### src/rtl/cirq_pkg.sv
`timescale 1ns/1ps
package cirq_pkg;
  // register indices on the write bus
  localparam logic [2:0] RI_MODE  = 3'd0;
  localparam logic [2:0] RI_OFF   = 3'd1;
  localparam logic [2:0] RI_ON    = 3'd2;
  localparam logic [2:0] RI_PRESC = 3'd3;
  localparam logic [2:0] RI_COUNT = 3'd4;
  localparam logic [2:0] RI_HOLD  = 3'd5;

  // bit positions inside the mode and hold registers
  localparam int MB_DOWN = 7;
  localparam int MB_UP   = 6;
  localparam int MB_MASK = 2;
  localparam int HB_HOLD = 0;

  typedef struct packed {
    logic down;
    logic up;
  } dir_t;

  function automatic logic dir_active(dir_t d);
    return d.down | d.up;
  endfunction
endpackage

### src/rtl/cirq_ctrl.sv
`timescale 1ns/1ps
module cirq_ctrl
  import cirq_pkg::*;
#(
  parameter int DW = 8
) (
  input  logic          clk,
  input  logic          rst_n,
  input  logic          wr_en,
  input  logic [2:0]    wr_idx,
  input  logic [DW-1:0] wr_data,
  input  logic          presc_low_zero,
  output dir_t          dir,
  output logic          mask_en,
  output logic          hold_en,
  output logic          irq_en,
  output logic          irq_off_wr,
  output logic          presc_load,
  output logic          cnt_load,
  output logic [DW-1:0] load_val,
  output logic          nudge_inc,
  output logic          nudge_dec,
  output logic          hold_step,
  output logic          locked
);
  dir_t dir_q, dir_d, wr_dir;
  logic mask_q, mask_d;
  logic hold_q, hold_d;
  logic en_q, en_d;
  logic pend_q, pend_d;
  logic lock_q, lock_d;
  logic mode_wr, on_wr, hold_wr;

  assign mode_wr    = wr_en && (wr_idx == RI_MODE);
  assign on_wr      = wr_en && (wr_idx == RI_ON);
  assign hold_wr    = wr_en && (wr_idx == RI_HOLD);
  assign irq_off_wr = wr_en && (wr_idx == RI_OFF);
  assign presc_load = wr_en && (wr_idx == RI_PRESC);
  assign cnt_load   = wr_en && (wr_idx == RI_COUNT);
  assign load_val   = wr_data;
  assign wr_dir     = {wr_data[MB_DOWN], wr_data[MB_UP]};

  // write-order side effect: direction given by the data being written
  assign nudge_inc = mode_wr && pend_q && wr_dir.up;
  assign nudge_dec = mode_wr && pend_q && wr_dir.down && !wr_dir.up;
  assign hold_step = hold_wr && !wr_data[HB_HOLD] && hold_q && dir_active(dir_q);

  always_comb begin
    dir_d  = dir_q;
    mask_d = mask_q;
    hold_d = hold_q;
    en_d   = en_q;
    pend_d = pend_q;
    lock_d = lock_q;
    if (mode_wr) begin
      dir_d  = wr_dir;
      mask_d = wr_data[MB_MASK];
      if (pend_q && dir_active(wr_dir)) pend_d = 1'b0;
      if (pend_q && wr_data[MB_MASK] && presc_low_zero) lock_d = 1'b1;
    end
    if (presc_load) pend_d = 1'b1;
    if (cnt_load)   lock_d = 1'b0;
    if (hold_wr)    hold_d = wr_data[HB_HOLD];
    if (on_wr)      en_d   = 1'b1;
    if (irq_off_wr) en_d   = 1'b0;
  end

  always_ff @(posedge clk or negedge rst_n) begin
    if (!rst_n) begin
      dir_q  <= '0;
      mask_q <= 1'b0;
      hold_q <= 1'b0;
      en_q   <= 1'b0;
      pend_q <= 1'b0;
      lock_q <= 1'b0;
    end else if (wr_en) begin
      dir_q  <= dir_d;
      mask_q <= mask_d;
      hold_q <= hold_d;
      en_q   <= en_d;
      pend_q <= pend_d;
      lock_q <= lock_d;
    end
  end

  assign dir     = dir_q;
  assign mask_en = mask_q;
  assign hold_en = hold_q;
  assign irq_en  = en_q;
  assign locked  = lock_q;

  // a counter reload always releases the lock
  p_unlock_on_count_r10: assert property (@(posedge clk) disable iff (!rst_n)
    cnt_load |=> !locked);
endmodule

### src/rtl/cirq_prescaler.sv
`timescale 1ns/1ps
module cirq_prescaler #(
  parameter int DW     = 8,
  parameter int MASK_W = 3
) (
  input  logic          clk,
  input  logic          rst_n,
  input  logic          load,
  input  logic [DW-1:0] load_val,
  input  logic          nudge_inc,
  input  logic          nudge_dec,
  input  logic          step,
  input  logic          up,
  input  logic          mask_en,
  output logic [DW-1:0] value,
  output logic          wrap,
  output logic          low_zero
);
  localparam int HI_W = DW - MASK_W;

  logic [DW-1:0]     val_q, val_d;
  logic [MASK_W-1:0] lo;
  logic [HI_W-1:0]   hi;
  logic lo_ones, lo_zero, hi_ones, hi_zero, at_edge, upd;

  assign lo      = val_q[MASK_W-1:0];
  assign hi      = val_q[DW-1:MASK_W];
  assign lo_ones = &lo;
  assign lo_zero = ~|lo;
  assign hi_ones = &hi;
  assign hi_zero = ~|hi;
  // mask removes the upper bits from wrap detection
  assign at_edge = up ? (lo_ones && (mask_en || hi_ones))
                      : (lo_zero && (mask_en || hi_zero));
  assign wrap     = step && at_edge;
  assign low_zero = lo_zero;
  assign upd      = load | nudge_inc | nudge_dec | step;

  always_comb begin
    val_d = val_q;
    if (load)           val_d = load_val;
    else if (nudge_inc) val_d = val_q + 1'b1;
    else if (nudge_dec) val_d = val_q - 1'b1;
    else if (step)      val_d = up ? val_q + 1'b1 : val_q - 1'b1;
  end

  always_ff @(posedge clk or negedge rst_n) begin
    if (!rst_n)   val_q <= '0;
    else if (upd) val_q <= val_d;
  end

  assign value = val_q;

  p_load_direct_r2: assert property (@(posedge clk) disable iff (!rst_n)
    load |=> value == $past(load_val));
endmodule

### src/rtl/cirq_counter.sv
`timescale 1ns/1ps
module cirq_counter #(
  parameter int DW = 8
) (
  input  logic          clk,
  input  logic          rst_n,
  input  logic          load,
  input  logic [DW-1:0] load_val,
  input  logic          step,
  input  logic          up,
  output logic [DW-1:0] value,
  output logic          wrap,
  output logic          at_min,
  output logic          at_max
);
  logic [DW-1:0] cnt_q, cnt_d;
  logic upd;

  assign at_min = ~|cnt_q;
  assign at_max = &cnt_q;
  assign wrap   = step && !load && (up ? at_max : at_min);
  assign upd    = load | step;

  always_comb begin
    cnt_d = cnt_q;
    if (load)      cnt_d = load_val;
    else if (step) cnt_d = up ? cnt_q + 1'b1 : cnt_q - 1'b1;
  end

  always_ff @(posedge clk or negedge rst_n) begin
    if (!rst_n)   cnt_q <= '0;
    else if (upd) cnt_q <= cnt_d;
  end

  assign value = cnt_q;

  p_step_up_r4: assert property (@(posedge clk) disable iff (!rst_n)
    (step && !load && up) |=> value == DW'($past(value) + 1'b1));
  p_step_down_r4: assert property (@(posedge clk) disable iff (!rst_n)
    (step && !load && !up) |=> value == DW'($past(value) - 1'b1));
endmodule

### src/rtl/cart_irq_timer.sv
`timescale 1ns/1ps
module cart_irq_timer
  import cirq_pkg::*;
#(
  parameter int DW     = 8,
  parameter int MASK_W = 3
) (
  input  logic          clk,
  input  logic          rst_n,
  input  logic          wr_en_i,
  input  logic [2:0]    wr_idx_i,
  input  logic [DW-1:0] wr_data_i,
  input  logic          tick_i,
  output logic          irq_o
);
  dir_t          dir;
  logic          mask_en, hold_en, irq_en, irq_off_wr;
  logic          presc_load, cnt_load, nudge_inc, nudge_dec, hold_step, locked;
  logic [DW-1:0] load_val, presc_val, cnt_val;
  logic          presc_wrap, presc_low_zero, cnt_wrap, at_min, at_max;
  logic          tick_ok, cnt_step, end_hit, irq_q, irq_d;

  cirq_ctrl #(.DW(DW)) u_ctrl (
    .clk(clk), .rst_n(rst_n), .wr_en(wr_en_i), .wr_idx(wr_idx_i),
    .wr_data(wr_data_i), .presc_low_zero(presc_low_zero), .dir(dir),
    .mask_en(mask_en), .hold_en(hold_en), .irq_en(irq_en),
    .irq_off_wr(irq_off_wr), .presc_load(presc_load), .cnt_load(cnt_load),
    .load_val(load_val), .nudge_inc(nudge_inc), .nudge_dec(nudge_dec),
    .hold_step(hold_step), .locked(locked)
  );

  // a write cycle drops the pulse; a lock or idle direction ignores it
  assign tick_ok = tick_i && !wr_en_i && dir_active(dir) && !locked;

  cirq_prescaler #(.DW(DW), .MASK_W(MASK_W)) u_presc (
    .clk(clk), .rst_n(rst_n), .load(presc_load), .load_val(load_val),
    .nudge_inc(nudge_inc), .nudge_dec(nudge_dec), .step(tick_ok),
    .up(dir.up), .mask_en(mask_en), .value(presc_val), .wrap(presc_wrap),
    .low_zero(presc_low_zero)
  );

  assign cnt_step = (presc_wrap && !hold_en) || hold_step;

  cirq_counter #(.DW(DW)) u_cnt (
    .clk(clk), .rst_n(rst_n), .load(cnt_load), .load_val(load_val),
    .step(cnt_step), .up(dir.up), .value(cnt_val), .wrap(cnt_wrap),
    .at_min(at_min), .at_max(at_max)
  );

  always_comb begin
    unique case ({dir.down, dir.up})
      2'b10:   end_hit = at_min;
      2'b01:   end_hit = at_max;
      2'b11:   end_hit = at_min | at_max;
      default: end_hit = 1'b0;
    endcase
  end

  always_comb begin
    irq_d = irq_q;
    if (irq_off_wr)                                     irq_d = 1'b0;
    else if (irq_en && (cnt_wrap || (hold_en && end_hit))) irq_d = 1'b1;
  end

  always_ff @(posedge clk or negedge rst_n) begin
    if (!rst_n) irq_q <= 1'b0;
    else        irq_q <= irq_d;
  end

  assign irq_o = irq_q;

  p_off_clears_r11: assert property (@(posedge clk) disable iff (!rst_n)
    (wr_en_i && wr_idx_i == RI_OFF) |=> !irq_o);
  p_irq_needs_en_r11: assert property (@(posedge clk) disable iff (!rst_n)
    $rose(irq_o) |-> $past(irq_en));
  p_lock_freeze_r10: assert property (@(posedge clk) disable iff (!rst_n)
    (locked && !wr_en_i) |=> ($stable(presc_val) && $stable(cnt_val)));
  p_hold_counter_still_r8: assert property (@(posedge clk) disable iff (!rst_n)
    (hold_en && !wr_en_i) |=> $stable(cnt_val));
  p_idle_dir_r3: assert property (@(posedge clk) disable iff (!rst_n)
    (!dir_active(dir) && !wr_en_i) |=> ($stable(presc_val) && $stable(cnt_val)));
endmodule

### config.mk
export PLATFORM = sky130hd
export DESIGN_NAME = cart_irq_timer
export DESIGN_NICKNAME = d
export VERILOG_FILES = /design/src/rtl/cirq_pkg.sv /design/src/rtl/cirq_ctrl.sv /design/src/rtl/cirq_prescaler.sv /design/src/rtl/cirq_counter.sv /design/src/rtl/cart_irq_timer.sv
export SDC_FILE = /design/constraint.sdc
export NUM_CORES = 1
export LEC_CHECK = 0
export BUFFER_PORTS_ARGS = -buffer_cell sky130_fd_sc_hd__clkbuf_2
export CAP_MARGIN = 10
export CORE_UTILIZATION = 60
export CTS_CLUSTER_SIZE = 28
export DETAILED_ROUTE_END_ITERATION = 10
export PLACE_DENSITY = 0.84
export SLEW_MARGIN = 20
export SYNTH_ARGS = -nofsm -noshare
export SYNTH_HDL_FRONTEND = slang
export SYNTH_HIERARCHICAL = 1
export SYNTH_SLANG_ARGS = --single-unit
### constraint.sdc
create_clock -name clk -period 5.3 [get_ports clk]
set_clock_uncertainty 0.05 [all_clocks]
set_input_delay 0.265 -clock clk [delete_from_list [all_inputs] [get_ports clk]]
set_output_delay 0.265 -clock clk [all_outputs]
set_load 0.01 [all_outputs]
==> impl_metrics.py, run 1 <==
metrics = {
    "sta": {
        "final_max_slew_viol_count": 0,
        "clock.fmax_mhz": 380,
        "rsz0062_at_grt": "no",
        "slew_headroom_pct": 58.7,
        "tightest_slew_ns": 0.619,
        "setup_tns_ns": 0,
        "period_needed_ns": 2.63,
        "setup_viol": 0,
        "layout_setup_ws_ns": 2.67,
        "timing.final.crit_share_pct": 49.6,
        "finalHoldViolations": 0,
    },
    "global_route": {
        "antenna_found_initial": 0,
        "grt_overflow": 0,
        "grt_pass1_wl_um": 7470,
        "grtUsageTotal_pct": 28.0,
        "grt_pass1_vias": 1676,
        "grt_max_degree": 25,
    },
    "clock_tree": {
        "insertion_delay_ns": 0.32,
        "root_buffer": "clkbuf_4",
        "clockBufferDepth": 2,
        "cts_tree": "done",
        "cts.sinks": 24,
        "numCtsBuffers": 3,
        "cts_resized": 0,
        "clkTransAtPathRegs_ns": 0.14,
        "cts_setup_buffers": 0,
        "htree_levels": 1,
    },
    "power": {
        "peakVddDrop_uv": 247,
        "p_int_uw": 529,
        "p_clk_share_pct": 10.8,
        "combinationalPowerShare_pct": 53.1,
        "p_sw_share_pct": 44.1,
        "power_leakage_nw": 0.901,
        "switchingPower_uw": 417,
        "powerDensity_nw_per_um2": 447,
        "seq_power_share_pct": 36.1,
    },
    "worst_setup_path": {
        "critPathMaxFanout": 12,
        "worstSetupPathType": "flip-flop to flip-flop",
        "path_cells": "inv_1 > ha_1 > o21ai_1 > or3_1 > and4_4 > o31a_1 > o31ai_1",
        "r2r-end": "u_cnt/value[7]$_DFFE_PN0P_",
        "arrival_ns": 2.82,
        "endpoint_kind": "flip-flop",
        "reg2reg_depth": 7,
        "max_stage_delay_ns": 0.58,
        "r2r-start": "u_ctrl/dir[0]$_DFFE_PN0P_",
        "rrSetupSlack_ns": 2.67,
        "required_ns": 5.49,
        "startpoint_type": "flip-flop",
        "slowest_stage": "dfrtp_1",
    },
    "synthesis": {
        "synth.distinct_cells": 62,
        "syn_avg_cell_area_um2": 8.95,
        "ys_async_sr_fraction_pct": 100,
        "synth_cells": 225,
        "seq_area_frac_synth_pct": 29.8,
        "ys_warn_count": 6,
        "syn_area_um2": 2010,
        "synth_edf_count": 0,
        "syn_nets": 251,
        "ys_ff_latch": 24,
        "yosys_most_used_dff": "dfrtp_1",
    },
    "placed_design": {
        "gp_congestion": 0.843,
        "pre_cts_slack_ns": 2.65,
        "io_buffer_count": 15,
        "dpl.hpwl_um": 3290,
    },
    "floorplan": {
        "core_region_area_um2": 3130,
        "die_area_um2": 3590,
        "io_pins": 16,
        "die_x_um": 59.9,
        "die_h_um": 59.9,
        "start_util_pct": 64.4,
        "rows": 20,
    },
    "detailed_routing": {
        "wl_met2_um": 2090,
        "firstDrtPassIters": 4,
        "wl_per_cell_um": 16.2,
        "wirelength_um": 4480,
        "vias": 1740,
        "drc": 0,
        "postRouteAntennaNets": 0,
        "vias_per_cell": 6.28,
        "wl_met3_um": 165,
        "dr.max_layer_used": "met4",
        "routedLengthMet1_um": 2100,
        "drt-initial-drc-count": 101,
    },
    "run": {
        "max_cap_violations": 0,
    },
    "worst_hold_path": {
        "min_from": "wr_data_i[5]",
        "hp-class": "primary input to flip-flop",
        "holdPathStages": 3,
        "hold_path_end": "u_presc/value[5]$_DFFE_PN0P_",
    },
    "finish": {
        "layout.nets": 260,
        "fill_cells": 268,
        "postLayoutCoreUtil_pct": 67.6,
        "antennaDiodeCount": 0,
        "area_growth_pct": 5.10,
        "drive_gt1_share_pct": 20.6,
    },
    "status": {
        "status": "completed",
    },
}
layout make-up:
cell class                 count  area [um^2]  area share [%]
sequential                    24          601            28.4
clock buffer                   4         36.3            1.71
timing repair buffer          17         92.6            4.38
multi-input combinational    175         1280            60.6
tap                           44         55.1            2.60
inverter                      13         48.8            2.31
critical path: cells and delay by family (launching register included):
| family | cells | cell delay (ns) |
|---|---|---|
| simple gates | 2 | 0.61 |
| fa+ha+maj | 1 | 0.43 |
| buf+inv | 1 | 0.26 |
| flops | 1 | 0.58 |
| compound gates | 3 | 0.61 |
Yosys cell counts (2+ instances only):
master      n  share of area (%)
clkbuf_1    3               0.56
ha_1       10                6.2
mux2_2      6                3.4
o2111ai_1   2               0.87
a21o_1      3                1.1
a22oi_1     2               0.75
dfrtp_1    24                 30
a21oi_1     9                2.2
nand4_1     2               0.62
o21ai_0    11                2.7
nor2b_1     5                1.6
inv_1      12                2.2
a211o_1     2               0.87
xnor2_1     6                2.6
nor4b_2     2                1.5
o21bai_1    2               0.75
or3_4       2                1.1
buf_2       2               0.50
o21ai_1     7                1.7
nor3_1      9                2.2
a211oi_1    4                1.5
nand2b_1    4                1.2
buf_4       8                3.0
nor2_1     13                2.4
o31ai_1     3                1.1
a31oi_1     2               0.62
or2_2       2               0.62
nand3_1     4               0.99
o22ai_1     4                1.2
and3_2      3                1.1
nand2_1    19                3.5
and4b_1     2               0.99
nor4_1      2               0.62
or4_1       2               0.75
or3_1       5                1.6
worst max-delay path by stage:
stage / startpoint / endpoint / slack, ns / cells past startpoint
after floorplan: u_presc/value[4]$_DFFE_PN0P_ / u_cnt/value[5]$_DFFE_PN0P_ / 2.94 / 9
after global placement: wr_idx_i[1] / u_presc/value[4]$_DFFE_PN0P_ / 2.72 / 9
after detailed placement: wr_idx_i[1] / u_presc/value[4]$_DFFE_PN0P_ / 2.65 / 9
after CTS: u_ctrl/dir[0]$_DFFE_PN0P_ / u_cnt/value[7]$_DFFE_PN0P_ / 2.71 / 7
after global routing: u_presc/value[4]$_DFFE_PN0P_ / u_cnt/value[7]$_DFFE_PN0P_ / 2.53 / 10
final: u_ctrl/dir[0]$_DFFE_PN0P_ / u_cnt/value[7]$_DFFE_PN0P_ / 2.67 / 7
cell usage in the layout (no fill, tap or decap), types with 3 or more instances in the layout:
cell type and instances:
a21o_1 3, o31ai_1 3, clkbuf_2 15, or3_1 5, xnor2_1 6, nand2b_1 4, nand3_1 4, a21oi_1 9
inv_1 12, o21ai_0 11, clkbuf_4 3, nor2b_1 5, mux2_2 6, nor3_1 9, a211oi_1 4, ha_1 10
and3_2 3, o21ai_1 7, nor2_1 13, dfrtp_1 24, nand2_1 19, o22ai_1 4
power by group through the flow:
| stage | logic (mW) | clock network, mW | registers, mW |
|---|---|---|---|
| floorplan | 0.407 | 0 | 0.321 |
| global placement | 0.470 | 0 | 0.341 |
| detailed placement | 0.487 | 0 | 0.344 |
| CTS | 0.494 | 0.103 | 0.340 |
| global route | 0.552 | 0.111 | 0.359 |
| finish | 0.502 | 0.102 | 0.342 |
layer usage:
| metal | track usage, % | up-vias |
|---|---|---|
| li1 | - | 839 |
| met2 | 45.6 | 63 |
| met4 | 13.3 | 0 |
| met3 | 2.16 | 13 |
| met5 | 0 | - |
| met1 | 37.5 | 825 |
stage by stage:
stage / hold slack, ns / instances / power, mW / area [um^2]
after floorplan: -0.0806 / 225 / 0.728 / 2010
after global placement: 0.265 / 272 / 0.811 / 2070
after detailed placement: 0.266 / 272 / 0.831 / 2070
after CTS: 0.119 / 277 / 0.938 / 2120
after global routing: 0.123 / 277 / 1.02 / 2120
final: 0.126 / 277 / 0.946 / 2120
state kept, by name, summed over array words and instances (netlist names):
name and count:
u_ctrl/hold_en 1, u_ctrl/mask_en 1, irq_o 1, u_ctrl/irq_en 1
u_ctrl/pend_q 1, u_cnt/value 8, u_presc/value 8, u_ctrl/dir 2
u_ctrl/locked 1
repair_timing:
action | in CTS | in global routing
hold buffers | 1 | 0
endpoints found under the hold margin | 24 | 0
setup endpoints to repair | 0 | 0
logic make-up after synthesis:
logic type / Yosys count / synth area share [%]
XOR/XNOR: 7 / 3.05
AND/OR/NAND/NOR: 88 / 28.2
multiplexers: 9 / 5.16
flip-flops: 24 / 29.8
AO/OA/AOI/OAI: 60 / 20.1
buffers and inverters: 26 / 6.46
adder cells (fa/ha/maj): 11 / 7.21
Power figures use the tool's default switching activity.
==> run 2: changes to the inputs <==
--- a/config.mk
+++ b/config.mk
@@ -7,10 +7,10 @@
 export LEC_CHECK = 0
 export BUFFER_PORTS_ARGS = -buffer_cell sky130_fd_sc_hd__clkbuf_2
 export CAP_MARGIN = 10
-export CORE_UTILIZATION = 60
+export CORE_UTILIZATION = 54
 export CTS_CLUSTER_SIZE = 28
 export DETAILED_ROUTE_END_ITERATION = 10
-export PLACE_DENSITY = 0.84
+export PLACE_DENSITY = 0.8
 export SLEW_MARGIN = 20
 export SYNTH_ARGS = -nofsm -noshare
 export SYNTH_HDL_FRONTEND = slang
==> constraint.sdc (replaced) <==
create_clock -name clk -period 2.4 [get_ports clk]
set_clock_uncertainty 0.05 [all_clocks]
set_input_delay 0.12 -clock clk [delete_from_list [all_inputs] [get_ports clk]]
set_output_delay 0.12 -clock clk [all_outputs]
set_load 0.01 [all_outputs]
==> impl_metrics.py, run 2 (same netlist as run 1, synthesis figures left out) <==
metrics = {
    "status": {
        "status": "completed",
    },
    "global_route": {
        "grt_pass1_wl_um": 7730,
        "antenna_found_initial": 0,
        "grtUsageTotal_pct": 24.7,
        "grt_overflow": 0,
        "grt_max_degree": 25,
        "grt_pass1_vias": 1685,
    },
    "worst_setup_path": {
        "rrSetupSlack_ns": 0.06,
        "endpoint_kind": "flip-flop",
        "required_ns": 2.52,
        "critPathMaxFanout": 6,
        "slowest_stage": "or4_4",
        "arrival_ns": 2.46,
        "startpoint_type": "flip-flop",
        "path_cells": "or4_4 > nor2_2 > o21ai_1 > o21ai_1 > and2_4 > a21o_4 > nand3_2 > a21oi_2 > nor4_1 > o31ai_1",
        "cpMostUsedCell": "o21ai_1",
        "max_stage_delay_ns": 0.56,
        "worstSetupPathType": "flip-flop to flip-flop",
    },
    "sta": {
        "setup_tns_ns": 0,
        "setup_viol": 0,
        "finalHoldViolations": 0,
        "tightest_slew_ns": 0.611,
        "slew_headroom_pct": 59.2,
        "period_needed_ns": 2.34,
        "whs_ns": 0.0394,
        "timing.final.crit_share_pct": 97.4,
        "final_max_slew_viol_count": 0,
        "clock.fmax_mhz": 428,
        "rsz0062_at_grt": "yes",
    },
    "power": {
        "p_clk_share_pct": 12.1,
        "peakVddDrop_uv": 502,
        "p_int_mw": 1.31,
        "p_sw_share_pct": 42.2,
        "switchingPower_uw": 959,
        "powerDensity_nw_per_um2": 990,
        "power_leakage_nw": 0.991,
        "p_total_mw": 2.27,
        "combinationalPowerShare_pct": 55.1,
        "seq_power_share_pct": 32.8,
    },
    "finish": {
        "layout_common_cells": "dfrtp_1 (22), nand2_1 (19), buf_4 (17)",
        "finalInstanceArea_um2": 2290,
        "fill_cells": 292,
        "layout.nets": 277,
        "antennaDiodeCount": 0,
        "drive_gt1_share_pct": 28.8,
        "area_growth_pct": 13.9,
        "mostFrequentLayoutCell": "dfrtp_1",
        "postLayoutCoreUtil_pct": 66.6,
    },
    "detailed_routing": {
        "drt-initial-drc-count": 112,
        "wirelength_um": 4580,
        "postRouteAntennaNets": 0,
        "drc": 0,
        "firstDrtPassIters": 4,
        "vias_per_cell": 5.95,
        "vias": 1762,
        "wl_per_cell_um": 15.5,
    },
    "floorplan": {
        "core_region_area_um2": 3440,
        "io_pins": 16,
        "start_util_pct": 58.5,
        "rows": 21,
        "die_area_um2": 3980,
        "die_x_um": 63.1,
        "die_h_um": 63.1,
    },
    "placed_design": {
        "gp_congestion": 0.879,
        "dpl.hpwl_um": 3450,
        "io_buffer_count": 15,
        "placedInstanceArea_um2": 2170,
    },
    "clock_tree": {
        "numCtsBuffers": 3,
        "cts_tree": "done",
        "root_buffer": "clkbuf_8",
        "insertion_delay_ns": 0.26,
        "clockBufferDepth": 2,
        "htree_levels": 1,
        "clkTransAtPathRegs_ns": 0.09,
        "cts.sinks": 24,
    },
    "worst_hold_path": {
        "hp-class": "primary input to flip-flop",
    },
    "run": {
        "max_cap_violations": 0,
    },
}
[run 2: path summary, 6_finish.rpt]
kind	from	end	cells past startpoint
min in group asynchronous	rst_n	u_cnt/value[4]$_DFFE_PN0P_	2
max reg2reg	u_presc/value[5]$_DFFE_PN0P_	u_cnt/value[7]$_DFFE_PN0P_	10
min	wr_data_i[1]	u_cnt/value[1]$_DFFE_PN0P_	3
min reg2reg	irq_o$_DFFE_PN0P_	irq_o$_DFFE_PN0P_	2
max	u_presc/value[5]$_DFFE_PN0P_	u_cnt/value[7]$_DFFE_PN0P_	10
max in group asynchronous	rst_n	u_presc/value[0]$_DFFE_PN0P_	2
[run 2: per-stage QoR]
stage	instances	worst slack, ns
3_5_place_dp	287	0.0375
3_3_place_gp	287	0.0901
5_1_grt	296	-0.0174
4_1_cts	294	0.000331
2_1_floorplan	225	0.0367
6_report	296	0.0626
[run 2: critical path: cells and delay by family, from the launching register on]
kind            cells  cell delay (ns)
compound gates      5             0.77
simple gates        5             0.99
flops               1             0.44
[run 2: metal layers]
layer | up-vias | global-route usage [%] | routed length (um)
met5 | - | 0 | 0
met2 | 45 | 42.3 | 2270
met4 | 0 | 2.91 | 18
li1 | 874 | - | -
met3 | 2 | 4.71 | 232
met1 | 841 | 32.8 | 2060
[run 2: cell type report]
cell class	count	area, um^2	area share, %
inverter	13	48.8	2.13
tap	46	57.6	2.51
multi-input combinational	175	1300	56.9
timing repair buffer	34	224	9.77
clock buffer	4	55.1	2.40
sequential	24	603	26.3
[run 2: power groups by stage]
stage	Combinational, mW	Sequential, mW	Clock [mW]
3_3_place_gp	1.15	0.734	0
6_report	1.25	0.743	0.276
2_1_floorplan	0.900	0.709	0
3_5_place_dp	1.19	0.738	0
4_1_cts	1.20	0.739	0.283
5_1_grt	1.38	0.768	0.296
[run 2: repair_timing]
action / 4_1_cts / 5_1_grt
resized for setup: 1 / 7
hold buffers: 1 / 0
buffers inserted: 2 / 2
endpoints found under the hold margin: 24 / 0
pin swaps: 1 / 5
endpoints found under the setup margin: 2 / 9
